[config.mk]
export PLATFORM = sky130hd
export DESIGN_NAME = hsimdUnit
export DESIGN_NICKNAME = d
export VERILOG_FILES = /design/src/rtl/hsimdPkg.sv /design/src/rtl/hsimdFpAdd.sv /design/src/rtl/hsimdCtrl.sv /design/src/rtl/hsimdDatapath.sv /design/src/rtl/hsimdUnit.sv
export SDC_FILE = /design/constraint.sdc
export NUM_CORES = 2
export LEC_CHECK = 0
export BUFFER_PORTS_ARGS = -buffer_cell sky130_fd_sc_hd__buf_2
export CORE_MARGIN = 1.5
export CORE_UTILIZATION = 45
export DETAILED_ROUTE_END_ITERATION = 12
export PLACE_DENSITY = 0.67
export SLEW_MARGIN = 20
export SYNTH_ARGS = -nofsm -noshare
export SYNTH_HDL_FRONTEND = slang
export SYNTH_SLANG_ARGS = --single-unit
export TNS_END_PERCENT = 20
[constraint.sdc]
create_clock -name clk -period 14.1 [get_ports clk]
set_clock_uncertainty 0.2 [all_clocks]
set_input_delay 2.82 -clock clk [delete_from_list [all_inputs] [get_ports clk]]
set_output_delay 2.82 -clock clk [all_outputs]
set_load 0.03 [all_outputs]
[src/rtl/hsimdPkg.sv]
package hsimdPkg;
  localparam int NUM_LANES = 4;
  localparam int WORD_W    = 32;
  localparam int EXP_W     = 8;
  localparam int FRAC_W    = WORD_W - EXP_W - 1;
  localparam int MAN_W     = FRAC_W + 1;
  localparam int EXT_W     = MAN_W + 3;
  localparam int VEC_W     = NUM_LANES * WORD_W;
  localparam int STAGES    = 3;
  localparam logic [WORD_W-1:0] QNAN_WORD = 32'h7FC0_0000;

  typedef enum logic [1:0] {
    MODE_ALT  = 2'b00,
    MODE_HADD = 2'b01,
    MODE_HSUB = 2'b10,
    MODE_EADD = 2'b11
  } opMode_t;

  typedef struct packed {
    logic                 pairRoute;
    logic [NUM_LANES-1:0] negY;
    logic [STAGES-1:0]    stageEn;
  } ctrlStrobes_t;
endpackage

[src/rtl/hsimdFpAdd.sv]
module hsimdFpAdd
  import hsimdPkg::*;
(
  input  logic [WORD_W-1:0] opX,
  input  logic [WORD_W-1:0] opY,
  output logic [WORD_W-1:0] sum
);
  localparam logic [EXP_W-1:0] EXP_MAX = {EXP_W{1'b1}};

  logic sx, sy, sL, sS;
  logic [EXP_W-1:0] ex, ey, eL, eS, dExp;
  logic [FRAC_W-1:0] fx, fy, fracOut;
  logic [MAN_W-1:0] mL, mS;
  logic [EXT_W-1:0] shS, alS, nrm;
  logic [EXT_W:0] raw;
  logic [4:0] lz;
  logic [MAN_W:0] rnd;
  logic signed [EXP_W+1:0] eN, eR;
  logic xZero, yZero, xInf, yInf, nanCase, swap, stk, up;

  assign {sx, ex, fx} = opX;
  assign {sy, ey, fy} = opY;

  always_comb begin
    xZero   = (ex == '0);
    yZero   = (ey == '0);
    xInf    = (ex == EXP_MAX) && (fx == '0);
    yInf    = (ey == EXP_MAX) && (fy == '0);
    nanCase = ((ex == EXP_MAX) && (fx != '0)) || ((ey == EXP_MAX) && (fy != '0)) ||
              (xInf && yInf && (sx != sy));
    swap = {ey, fy} > {ex, fx};
    {sL, eL, mL} = swap ? {sy, ey, 1'b1, fy} : {sx, ex, 1'b1, fx};
    {sS, eS, mS} = swap ? {sx, ex, 1'b1, fx} : {sy, ey, 1'b1, fy};
    dExp = eL - eS;
    // align the smaller magnitude, collapsing lost bits into a sticky bit
    shS = '0;
    stk = 1'b1;
    if (dExp < EXP_W'(EXT_W)) begin
      shS = {mS, 3'b000} >> dExp;
      stk = |({mS, 3'b000} & ~({EXT_W{1'b1}} << dExp));
    end
    alS = {shS[EXT_W-1:1], shS[0] | stk};
    raw = (sL == sS) ? ({1'b0, mL, 3'b000} + {1'b0, alS})
                     : ({1'b0, mL, 3'b000} - {1'b0, alS});
    lz = '0;
    for (int k = 0; k < EXT_W; k++) if (raw[k]) lz = 5'(EXT_W - 1 - k);
    if (raw[EXT_W]) begin
      nrm = {raw[EXT_W:2], raw[1] | raw[0]};
      eN  = $signed({2'b00, eL}) + 10'sd1;
    end else begin
      nrm = raw[EXT_W-1:0] << lz;
      eN  = $signed({2'b00, eL}) - $signed({5'b00000, lz});
    end
    up  = nrm[2] & (nrm[1] | nrm[0] | nrm[3]);
    rnd = {1'b0, nrm[EXT_W-1:3]} + {{MAN_W{1'b0}}, up};
    eR  = rnd[MAN_W] ? eN + 10'sd1 : eN;
    fracOut = rnd[MAN_W] ? rnd[FRAC_W:1] : rnd[FRAC_W-1:0];

    if (nanCase)              sum = QNAN_WORD;
    else if (xInf)            sum = {sx, EXP_MAX, {FRAC_W{1'b0}}};
    else if (yInf)            sum = {sy, EXP_MAX, {FRAC_W{1'b0}}};
    else if (xZero && yZero)  sum = {sx & sy, {(WORD_W-1){1'b0}}};
    else if (xZero)           sum = opY;
    else if (yZero)           sum = opX;
    else if (raw == '0)       sum = '0;
    else if (eN < 10'sd1)     sum = {sL, {(WORD_W-1){1'b0}}};
    else if (eR > 10'sd254)   sum = {sL, EXP_MAX, {FRAC_W{1'b0}}};
    else                      sum = {sL, eR[EXP_W-1:0], fracOut};
  end
endmodule

[src/rtl/hsimdCtrl.sv]
module hsimdCtrl
  import hsimdPkg::*;
(
  input  logic         clk,
  input  logic         rstN,
  input  logic         inValid,
  input  logic [1:0]   mode,
  output ctrlStrobes_t strobes,
  output logic         outValid
);
  logic [STAGES-1:0] validPipe;
  opMode_t opMode;

  assign opMode = opMode_t'(mode);

  always_ff @(posedge clk or negedge rstN) begin
    if (!rstN) validPipe <= '0;
    else       validPipe <= {validPipe[STAGES-2:0], inValid};
  end

  assign outValid = validPipe[STAGES-1];

  always_comb begin
    strobes.stageEn = {validPipe[STAGES-2:0], inValid};
    strobes.pairRoute = (opMode == MODE_HADD) || (opMode == MODE_HSUB);
    strobes.negY = '0;
    for (int i = 0; i < NUM_LANES; i++) begin
      if (opMode == MODE_HSUB) strobes.negY[i] = 1'b1;
      if (opMode == MODE_ALT && (i % 2) == 0) strobes.negY[i] = 1'b1;
    end
  end

  // cycles since reset, saturating, so the latency check never looks before reset
  logic [1:0] sinceRst;
  always_ff @(posedge clk or negedge rstN) begin
    if (!rstN) sinceRst <= '0;
    else if (sinceRst != 2'd3) sinceRst <= sinceRst + 2'd1;
  end

  assert_valid_latency_R1: assert property (@(posedge clk) disable iff (!rstN)
    (sinceRst == 2'd3) |-> (outValid == $past(inValid, 3)));
  assert_hsub_all_neg_R4: assert property (@(posedge clk) disable iff (!rstN)
    (strobes.pairRoute && strobes.negY != '0) |-> (&strobes.negY));
  assert_alt_phase_R2: assert property (@(posedge clk) disable iff (!rstN)
    (!strobes.pairRoute && strobes.negY != '0) |-> (strobes.negY[0] && !strobes.negY[1]));
  assert_pair_no_mix_R3: assert property (@(posedge clk) disable iff (!rstN)
    strobes.pairRoute |-> ($countones(strobes.negY) == 0 || $countones(strobes.negY) == NUM_LANES));
endmodule

[src/rtl/hsimdDatapath.sv]
module hsimdDatapath
  import hsimdPkg::*;
(
  input  logic             clk,
  input  logic             rstN,
  input  ctrlStrobes_t     strobes,
  input  logic [VEC_W-1:0] srcA,
  input  logic [VEC_W-1:0] srcB,
  input  logic             outValid,
  output logic [VEC_W-1:0] result
);
  localparam int HALF = NUM_LANES / 2;

  logic [VEC_W-1:0] s1X, s1Y, sumVec, s2Sum;

  for (genvar i = 0; i < NUM_LANES; i++) begin : g_lane
    localparam int PBASE = 2 * (i % HALF);
    logic [WORD_W-1:0] pairLo, pairHi, selX, selY;

    assign pairLo = (i < HALF) ? srcA[PBASE*WORD_W +: WORD_W] : srcB[PBASE*WORD_W +: WORD_W];
    assign pairHi = (i < HALF) ? srcA[(PBASE+1)*WORD_W +: WORD_W] : srcB[(PBASE+1)*WORD_W +: WORD_W];
    assign selX = strobes.pairRoute ? pairLo : srcA[i*WORD_W +: WORD_W];
    assign selY = (strobes.pairRoute ? pairHi : srcB[i*WORD_W +: WORD_W]) ^
                  {strobes.negY[i], {(WORD_W-1){1'b0}}};

    always_ff @(posedge clk or negedge rstN) begin
      if (!rstN) begin
        s1X[i*WORD_W +: WORD_W] <= '0;
        s1Y[i*WORD_W +: WORD_W] <= '0;
      end else if (strobes.stageEn[0]) begin
        s1X[i*WORD_W +: WORD_W] <= selX;
        s1Y[i*WORD_W +: WORD_W] <= selY;
      end
    end

    hsimdFpAdd u_add (
      .opX(s1X[i*WORD_W +: WORD_W]),
      .opY(s1Y[i*WORD_W +: WORD_W]),
      .sum(sumVec[i*WORD_W +: WORD_W])
    );

    assert_no_denormal_R8: assert property (@(posedge clk) disable iff (!rstN)
      outValid |-> !(result[i*WORD_W+FRAC_W +: EXP_W] == '0 && result[i*WORD_W +: FRAC_W] != '0));
    assert_quiet_nan_R9: assert property (@(posedge clk) disable iff (!rstN)
      (outValid && (&result[i*WORD_W+FRAC_W +: EXP_W]) && result[i*WORD_W +: FRAC_W] != '0)
        |-> (result[i*WORD_W +: WORD_W] == QNAN_WORD));
  end

  always_ff @(posedge clk or negedge rstN) begin
    if (!rstN) begin
      s2Sum  <= '0;
      result <= '0;
    end else begin
      if (strobes.stageEn[1]) s2Sum  <= sumVec;
      if (strobes.stageEn[2]) result <= s2Sum;
    end
  end

  assert_hold_when_idle_R1: assert property (@(posedge clk) disable iff (!rstN)
    !outValid |-> $stable(result));
endmodule

[src/rtl/hsimdUnit.sv]
module hsimdUnit
  import hsimdPkg::*;
(
  input  logic             clk,
  input  logic             rstN,
  input  logic             inValid,
  input  logic [1:0]       mode,
  input  logic [VEC_W-1:0] srcA,
  input  logic [VEC_W-1:0] srcB,
  output logic             outValid,
  output logic [VEC_W-1:0] result
);
  ctrlStrobes_t strobes;

  hsimdCtrl u_ctrl (
    .clk(clk), .rstN(rstN), .inValid(inValid), .mode(mode),
    .strobes(strobes), .outValid(outValid)
  );

  hsimdDatapath u_dp (
    .clk(clk), .rstN(rstN), .strobes(strobes), .srcA(srcA), .srcB(srcB),
    .outValid(outValid), .result(result)
  );

  assert_reset_quiet_R11: assert property (@(posedge clk) !rstN |-> (!outValid && result == '0));
endmodule

**Word level (Yosys, flattened, before mapping)**

Cells that the tools add are included.

- Input bits: 261
- Word-level logic and storage cells: 379
- Output and inout port bits: 129
- Register bits after elaboration: 515

- Equal/unequal tests: 18
- Multiplexer cells: 188
- Shifts and indexed selects: 12
- $lt $le $gt $ge: 16
- Reductions and logical operators: 70
- Bitwise logic cells: 36
- Add/sub/neg operators: 28

Operator list:

| cell | number |
|---|---|
| $mux W32 | 34 |
| $mux W5 | 108 |
| $mux W33 | 8 |
| $mux W31 | 8 |
| $mux W27 | 8 |
| $logic_not A23 Y1 | 8 |
| $reduce_bool A23 Y1 | 8 |
| $xor A32 B32 Y32 | 4 |
| $gt A31 B31 Y1 | 4 |
| $add A27 B27 Y28 | 4 |
| $logic_not A28 Y1 | 4 |
| $mux W28 | 4 |
| $sub A27 B27 Y28 | 4 |
| $and A27 B27 Y27 | 4 |
| $not A27 Y27 | 4 |
| $reduce_or A27 Y1 | 4 |
| $shl A27 B5 Y27 | 4 |
| $shl A27 B8 Y27 const A | 4 |
| $shr A27 B8 Y27 | 4 |
| $add A24 B1 Y25 | 4 |
| $mux W23 | 4 |
| $mux W10 | 8 |
| $eq A8 B8 Y1 const B | 8 |
| $logic_not A8 Y1 | 8 |
| other kinds (17) | 106 |

**Longest topological paths before layout**

- Depth after elaboration: 55
- Gate-level depth with buffers: 72
- Gate-level depth less buffers: 64

**Cells and area by module**

A second synthesis with hierarchy kept.

- Cell total of the unflattened synthesis: 9731
- Area total of the unflattened synthesis: 73280.3 um^2

By module, submodules not included:

| module | instances | cells an instance | seq. area each (um^2) | area an instance (um^2) |
|---|---|---|---|---|
| hsimdDatapath | 1 | 1510 | 12812.3 | 20587.2 |
| hsimdFpAdd (u_dp.g_lane[1].u_add) | 1 | 2112 | 0.0 | 13548.0 |
| hsimdFpAdd (u_dp.g_lane[2].u_add) | 1 | 2024 | 0.0 | 13170.1 |
| hsimdFpAdd (u_dp.g_lane[3].u_add) | 1 | 2060 | 0.0 | 13025.0 |
| hsimdFpAdd (u_dp.g_lane[0].u_add) | 1 | 2014 | 0.0 | 12813.5 |
| hsimdCtrl | 1 | 11 | 75.1 | 136.4 |

**Worst setup path after synthesis**

OpenSTA, ideal clock, no wires.

- Path kind: reg2reg
- From: register u_dp.s1X[125]
- To: register u_dp.s2Sum[111]
- Required time: 13.768 ns
- Buffers on the path: 15
- Library setup time: 0.132 ns
- Clock period less this slack: 13.963 ns
- Cell stages (with the launch flop): 67
- Slack: 0.137 ns
- Arrival time: 13.631 ns
- Cells stage by stage: dfrtp_1 -> clkbuf_1 -> inv_1 -> ha_1 -> and2_1 -> and3_1 -> a21oi_1 -> and4_1 -> buf_2 -> nor2_2 -> buf_2 -> clkbuf_1 -> clkbuf_1 -> clkbuf_1 -> nor2_1 -> a21oi_1 -> ha_1 -> nand4b_1 -> [... 31 more ...] -> buf_1 -> ha_1 -> a21o_1 -> a21o_1 -> a21o_1 -> a211oi_1 -> a31oi_1 -> xnor2_1 -> nand3_1 -> nor4bb_1 -> nand3_1 -> or4b_2 -> clkbuf_1 -> nor2_4 -> and2_1 -> buf_2 -> a222oi_1 -> o21ai_1

- Word-level cells in the longest chain between the ends: 55
- Elaborated cells on any way between the ends: 78
- Those cells by class: add/sub: 7; order compare: 4; eq/ne: 2; shift: 3; mux: 45; bitwise: 7; reduce/logical: 10

RTL lines:

| what | line | source |
|---|---|---|
| start, declared | hsimdDatapath.sv:14 | `logic [VEC_W-1:0] s1X, s1Y, sumVec, s2Sum;` |
| start signal, assigned by index | hsimdDatapath.sv:31 | `s1X[i*WORD_W +: WORD_W] <= selX;` |
| $gt A31 B31 Y1 | hsimdFpAdd.sv:31 | `swap = {ey, fy} > {ex, fx};` |
| $mux W33, on equally long branches | hsimdFpAdd.sv:32, hsimdFpAdd.sv:33 |  |
| $sub A8 B8 Y8 | hsimdFpAdd.sv:34 | `dExp = eL - eS;` |
| $shl A27 B8 Y27 | hsimdFpAdd.sv:40 | `stk = \|({mS, 3'b000} & ~({EXT_W{1'b1}} << dExp));` |
| $not A27 Y27 | hsimdFpAdd.sv:40 |  |
| $and A27 B27 Y27 | hsimdFpAdd.sv:40 |  |
| $reduce_or A27 Y1 | hsimdFpAdd.sv:40 |  |
| $mux W1 | hsimdFpAdd.sv:38 | `if (dExp < EXP_W'(EXT_W)) begin` |
| [... 39 more ...] | - |  |
| $mux W31 | hsimdFpAdd.sv:66 | `else if (eN < 10'sd1) sum = {sL, {(WORD_W-1){1'b0}}};` |
| $mux W32 | hsimdFpAdd.sv:65 | `else if (raw == '0) sum = '0;` |
| $mux W32 | hsimdFpAdd.sv:64 | `else if (yZero) sum = opX;` |
| $mux W32 | hsimdFpAdd.sv:63 | `else if (xZero) sum = opY;` |
| $mux W32 | hsimdFpAdd.sv:62 | `else if (xZero && yZero) sum = {sx & sy, {(WORD_W-1){1'b0}}};` |
| $mux W32 | hsimdFpAdd.sv:61 | `else if (yInf) sum = {sy, EXP_MAX, {FRAC_W{1'b0}}};` |
| $mux W32 | hsimdFpAdd.sv:60 | `else if (xInf) sum = {sx, EXP_MAX, {FRAC_W{1'b0}}};` |
| $mux W32 * | hsimdFpAdd.sv:59 | `if (nanCase) sum = QNAN_WORD;` |
| end signal, assigned | hsimdDatapath.sv:54 | `if (strobes.stageEn[1]) s2Sum <= sumVec;` |
| end, declared | hsimdDatapath.sv:14 |  |

Mark *: on every way between the ends. The rest lies on a longest branch, timed or not.
A chain may end at the register's enable or synchronous reset.

**Worst setup path after layout**

- From: register u_dp.s1X[47]
- To: register u_dp.s2Sum[53]

Same word-level chain as after synthesis.

==> results.toml <==
[clock_network]
clockBufferDepth = 3
htreeDepth = 3
cts_buffers = 68
cts_tree = "done"
root_buffer = "clkbuf_16"
path_clk_slew_ns = 0.06
clock_sinks = 515
clock_latency_ns = 0.71
cts-hold-fix-buffers = 0

[yosys]
syn_avg_cell_area_um2 = 7.34
yosysWarnings = 0
syn-num-nets = 9890
synth_seq_cells = 515
synth_edf_count = 0
synthesis.area_mm2 = 0.0680
async_flop_share = 1.00
synth_top_flop_cell = "dfrtp_1"
ys_seq_area_frac = 0.190
synth_cell_types = 144
synthCells = 9263

[grt]
grt_pass1_vias = 74900
overflow = 0
track_usage = 0.443
antenna_found_initial = 28
grt_pass1_wl_um = 510000
grt_max_degree = 205

[sta]
final_hold_viol_count = 0
holdWs_ns = 0.292
worstMarginPinSlew_ns = 1.24
setup_tns_ns = 0
worst_slack_ns = 0.464
min_period_over_period = 0.967
min_period_ns = 13.64
max_slew_margin = 0.150
fmax_ghz = 0.0733
timing.final.max_slew_violations = 0
finalSetupViolCount = 0

[setup_path]
r2r_cells = 45
cpPeakStageDelay_ns = 0.73
worstReg2RegEnd = "u_dp.s2Sum[53]"
end_kind = "flip-flop"
cp_max_fo = 18
timing.rr.start = "u_dp.s1X[47]"
path_common_cell = "nor2_1"
cp-start-kind = "flip-flop"
ff2ff_setup_slack_ns = 0.46
critical_path_arrival_ns = 14.04
cpMaxStageDelayCell = "or4_1"
crit_type = "reg -> reg"
required_ns = 14.50

[detailed_routing]
drt_first_pass_iters = 7
drt-total-wl_um = 355000
vias_per_cell = 6.82
wl_per_cell_um = 29.7
drcViolationCount = 0
ant_nets = 0
drt_iter0_drc = 10800
num_vias = 81500

[pwr]
power_density_mw_per_mm2 = 261
ir_drop_mv = 0.224
cellLeakagePower_nw = 34.4
finalPower_mw = 20.5

[worst_hold_path]
min_from = "u_dp.s2Sum[95]"
whs_path_depth = 1
whs_endpoint = "u_dp.s2Sum[95]"
worstHoldPathType = "reg -> reg"

[placement]
port_buffers = 389
place_congestion = 1.09
place_inst = 11800
hpwl_um = 283000
place_ws_ns = 0.0459

[die]
dieArea_mm2 = 0.153
ios = 390
core-area_mm2 = 0.150
start_util = 0.453
die_x_um = 392
die-height_um = 392
rows = 142

[job]
cap_violations = 0

[outcome]
status = "finished, final reports clean"

[final_layout]
area_growth_pct = 15.8
drive_gt1_frac = 0.182
fin_nets = 10500
final_cells = 12000
Yosys cell counts, drive strengths merged, types with 27 or more instances:
library cell,number,share of area
a21oi,920,0.068
and3,73,0.0068
o32ai,27,0.0035
o22ai,97,0.0089
nor2b,67,0.0063
nand2,910,0.050
a22oi,86,0.0097
dfrtp,515,0.19
mux4,33,0.011
xnor2,151,0.020
nand3,254,0.019
xor2,69,0.0089
o21bai,56,0.0062
o221ai,51,0.0067
a221oi,64,0.0084
a211o,40,0.0052
clkbuf,388,0.021
or4,29,0.0032
mux2i,489,0.072
a2111oi,33,0.0051
a31oi,99,0.0095
o21ai,659,0.049
nand2b,73,0.0067
a21o,89,0.0098
ha,358,0.066
o211a,41,0.0060
nor2,967,0.054
o211ai,139,0.015
mux2,221,0.037
nor3,267,0.020
nand4,140,0.013
o2111ai,41,0.0053
and2,95,0.0087
o2bb2ai,34,0.0044
or3,87,0.0082
inv,442,0.024
o31ai,72,0.0086
buf,218,0.017
o21a,57,0.0063
nor4,116,0.011
a211oi,146,0.017
or2,66,0.0061
worst max path at each step:
stage	start	cells past startpoint	end	slack (ns)
4_1_cts	u_dp.s1X[50]	49	u_dp.s2Sum[57]	0.03
5_1_grt	u_dp.s1X[28]	58	u_dp.s2Sum[9]	-0.06
6_report	u_dp.s1X[47]	45	u_dp.s2Sum[53]	0.46
3_3_place_gp	u_dp.s1X[50]	53	u_dp.s2Sum[61]	0.12
2_1_floorplan	u_dp.s1X[125]	66	u_dp.s2Sum[111]	0.14
3_5_place_dp	u_dp.s1X[50]	53	u_dp.s2Sum[57]	0.05
critical path: cells and delay by family (launching register included):
kind | cells | cell delay (ns)
and+or+nand+nor | 19 | 5.84
AOI/OAI and AO/OA | 16 | 3.97
buffers and inverters | 5 | 1.18
adders and majority gates | 3 | 0.82
xor gates and xnor gates | 1 | 0.63
DFF | 1 | 0.55
muxes | 1 | 0.32
power by group:
| group | leakage, nW | switching (mW) | internal, mW |
|---|---|---|---|
| combinational | 27.2 | 10.4 | 5.83 |
| sequential | 6.01 | 0.502 | 1.93 |
| clock | 1.16 | 0.801 | 1.13 |
| total | 34.4 | 11.7 | 8.89 |
cell type report:
cell class / count / area, µm²
fill: 14700 / 71200
multi-input combinational: 7689 / 51300
sequential: 515 / 12900
timing repair buffer: 1152 / 7910
tap: 2016 / 2520
clock buffer: 84 / 1880
inverter: 451 / 1710
clock inverter: 35 / 531
antenna: 9 / 22.5
registers in the layout (all words and copies together), names as in the netlist:
register / flops
u_dp.result: 128
u_ctrl.validPipe: 3
u_dp.s1Y: 128
u_dp.s1X: 128
u_dp.s2Sum: 128
cell usage in the layout (no fill, tap or decap), drive strengths merged, types with 33 or more instances in the layout:
master	n
a2111oi	33
nor2b	67
a221oi	64
mux2	221
nand4	140
o211a	41
o21ai	659
ha	358
nor4	116
o211ai	139
xnor2	151
nor2	967
nand2b	73
o2bb2ai	34
and2	95
and3	73
nand2	910
o22ai	97
nand3	254
a211oi	146
inv	449
a211o	40
or2	66
dfrtp	515
buf	1152
a21oi	920
mux4	33
a21o	89
or3	87
o221ai	51
o21a	57
o21bai	56
nor3	267
a22oi	86
xor2	69
o31ai	72
mux2i	489
clkbuf	84
a31oi	99
o2111ai	41
routing by layer:
metal | share of wire | track usage
met1 | 0.40 | 0.588
met2 | 0.41 | 0.643
met3 | 0.12 | 0.125
met4 | 0.065 | 0.247
met5 | 0.00052 | 0
cell families (layout without fill, tap and decap cells):
| kind of cell | Yosys count | count (layout) | share of synthesized area |
|---|---|---|---|
| AO/OA/AOI/OAI | 3101 | 3101 | 0.302 |
| AND/OR/NAND/NOR | 3258 | 3258 | 0.229 |
| multiplexers | 743 | 743 | 0.120 |
| adder cells (fa/ha/maj) | 367 | 367 | 0.0684 |
| other | 0 | 9 | 0 |
| buffers and inverters | 1059 | 1722 | 0.0633 |
| XOR/XNOR | 220 | 220 | 0.0286 |
| flip-flops | 515 | 515 | 0.190 |
per-stage QoR:
stage / utilization / area, µm²
floorplan: - / 68000
global placement: 0.505 / 75800
detailed placement: 0.505 / 75800
CTS: 0.521 / 78200
global route: 0.525 / 78700
finish: 0.525 / 78700
repair_timing:
item	in CTS	in global routing
pin swaps	0	6
buffers inserted	0	7
endpoints found under the setup margin	7	112
resized for setup	1	82
Power figures use the tool's default switching activity.
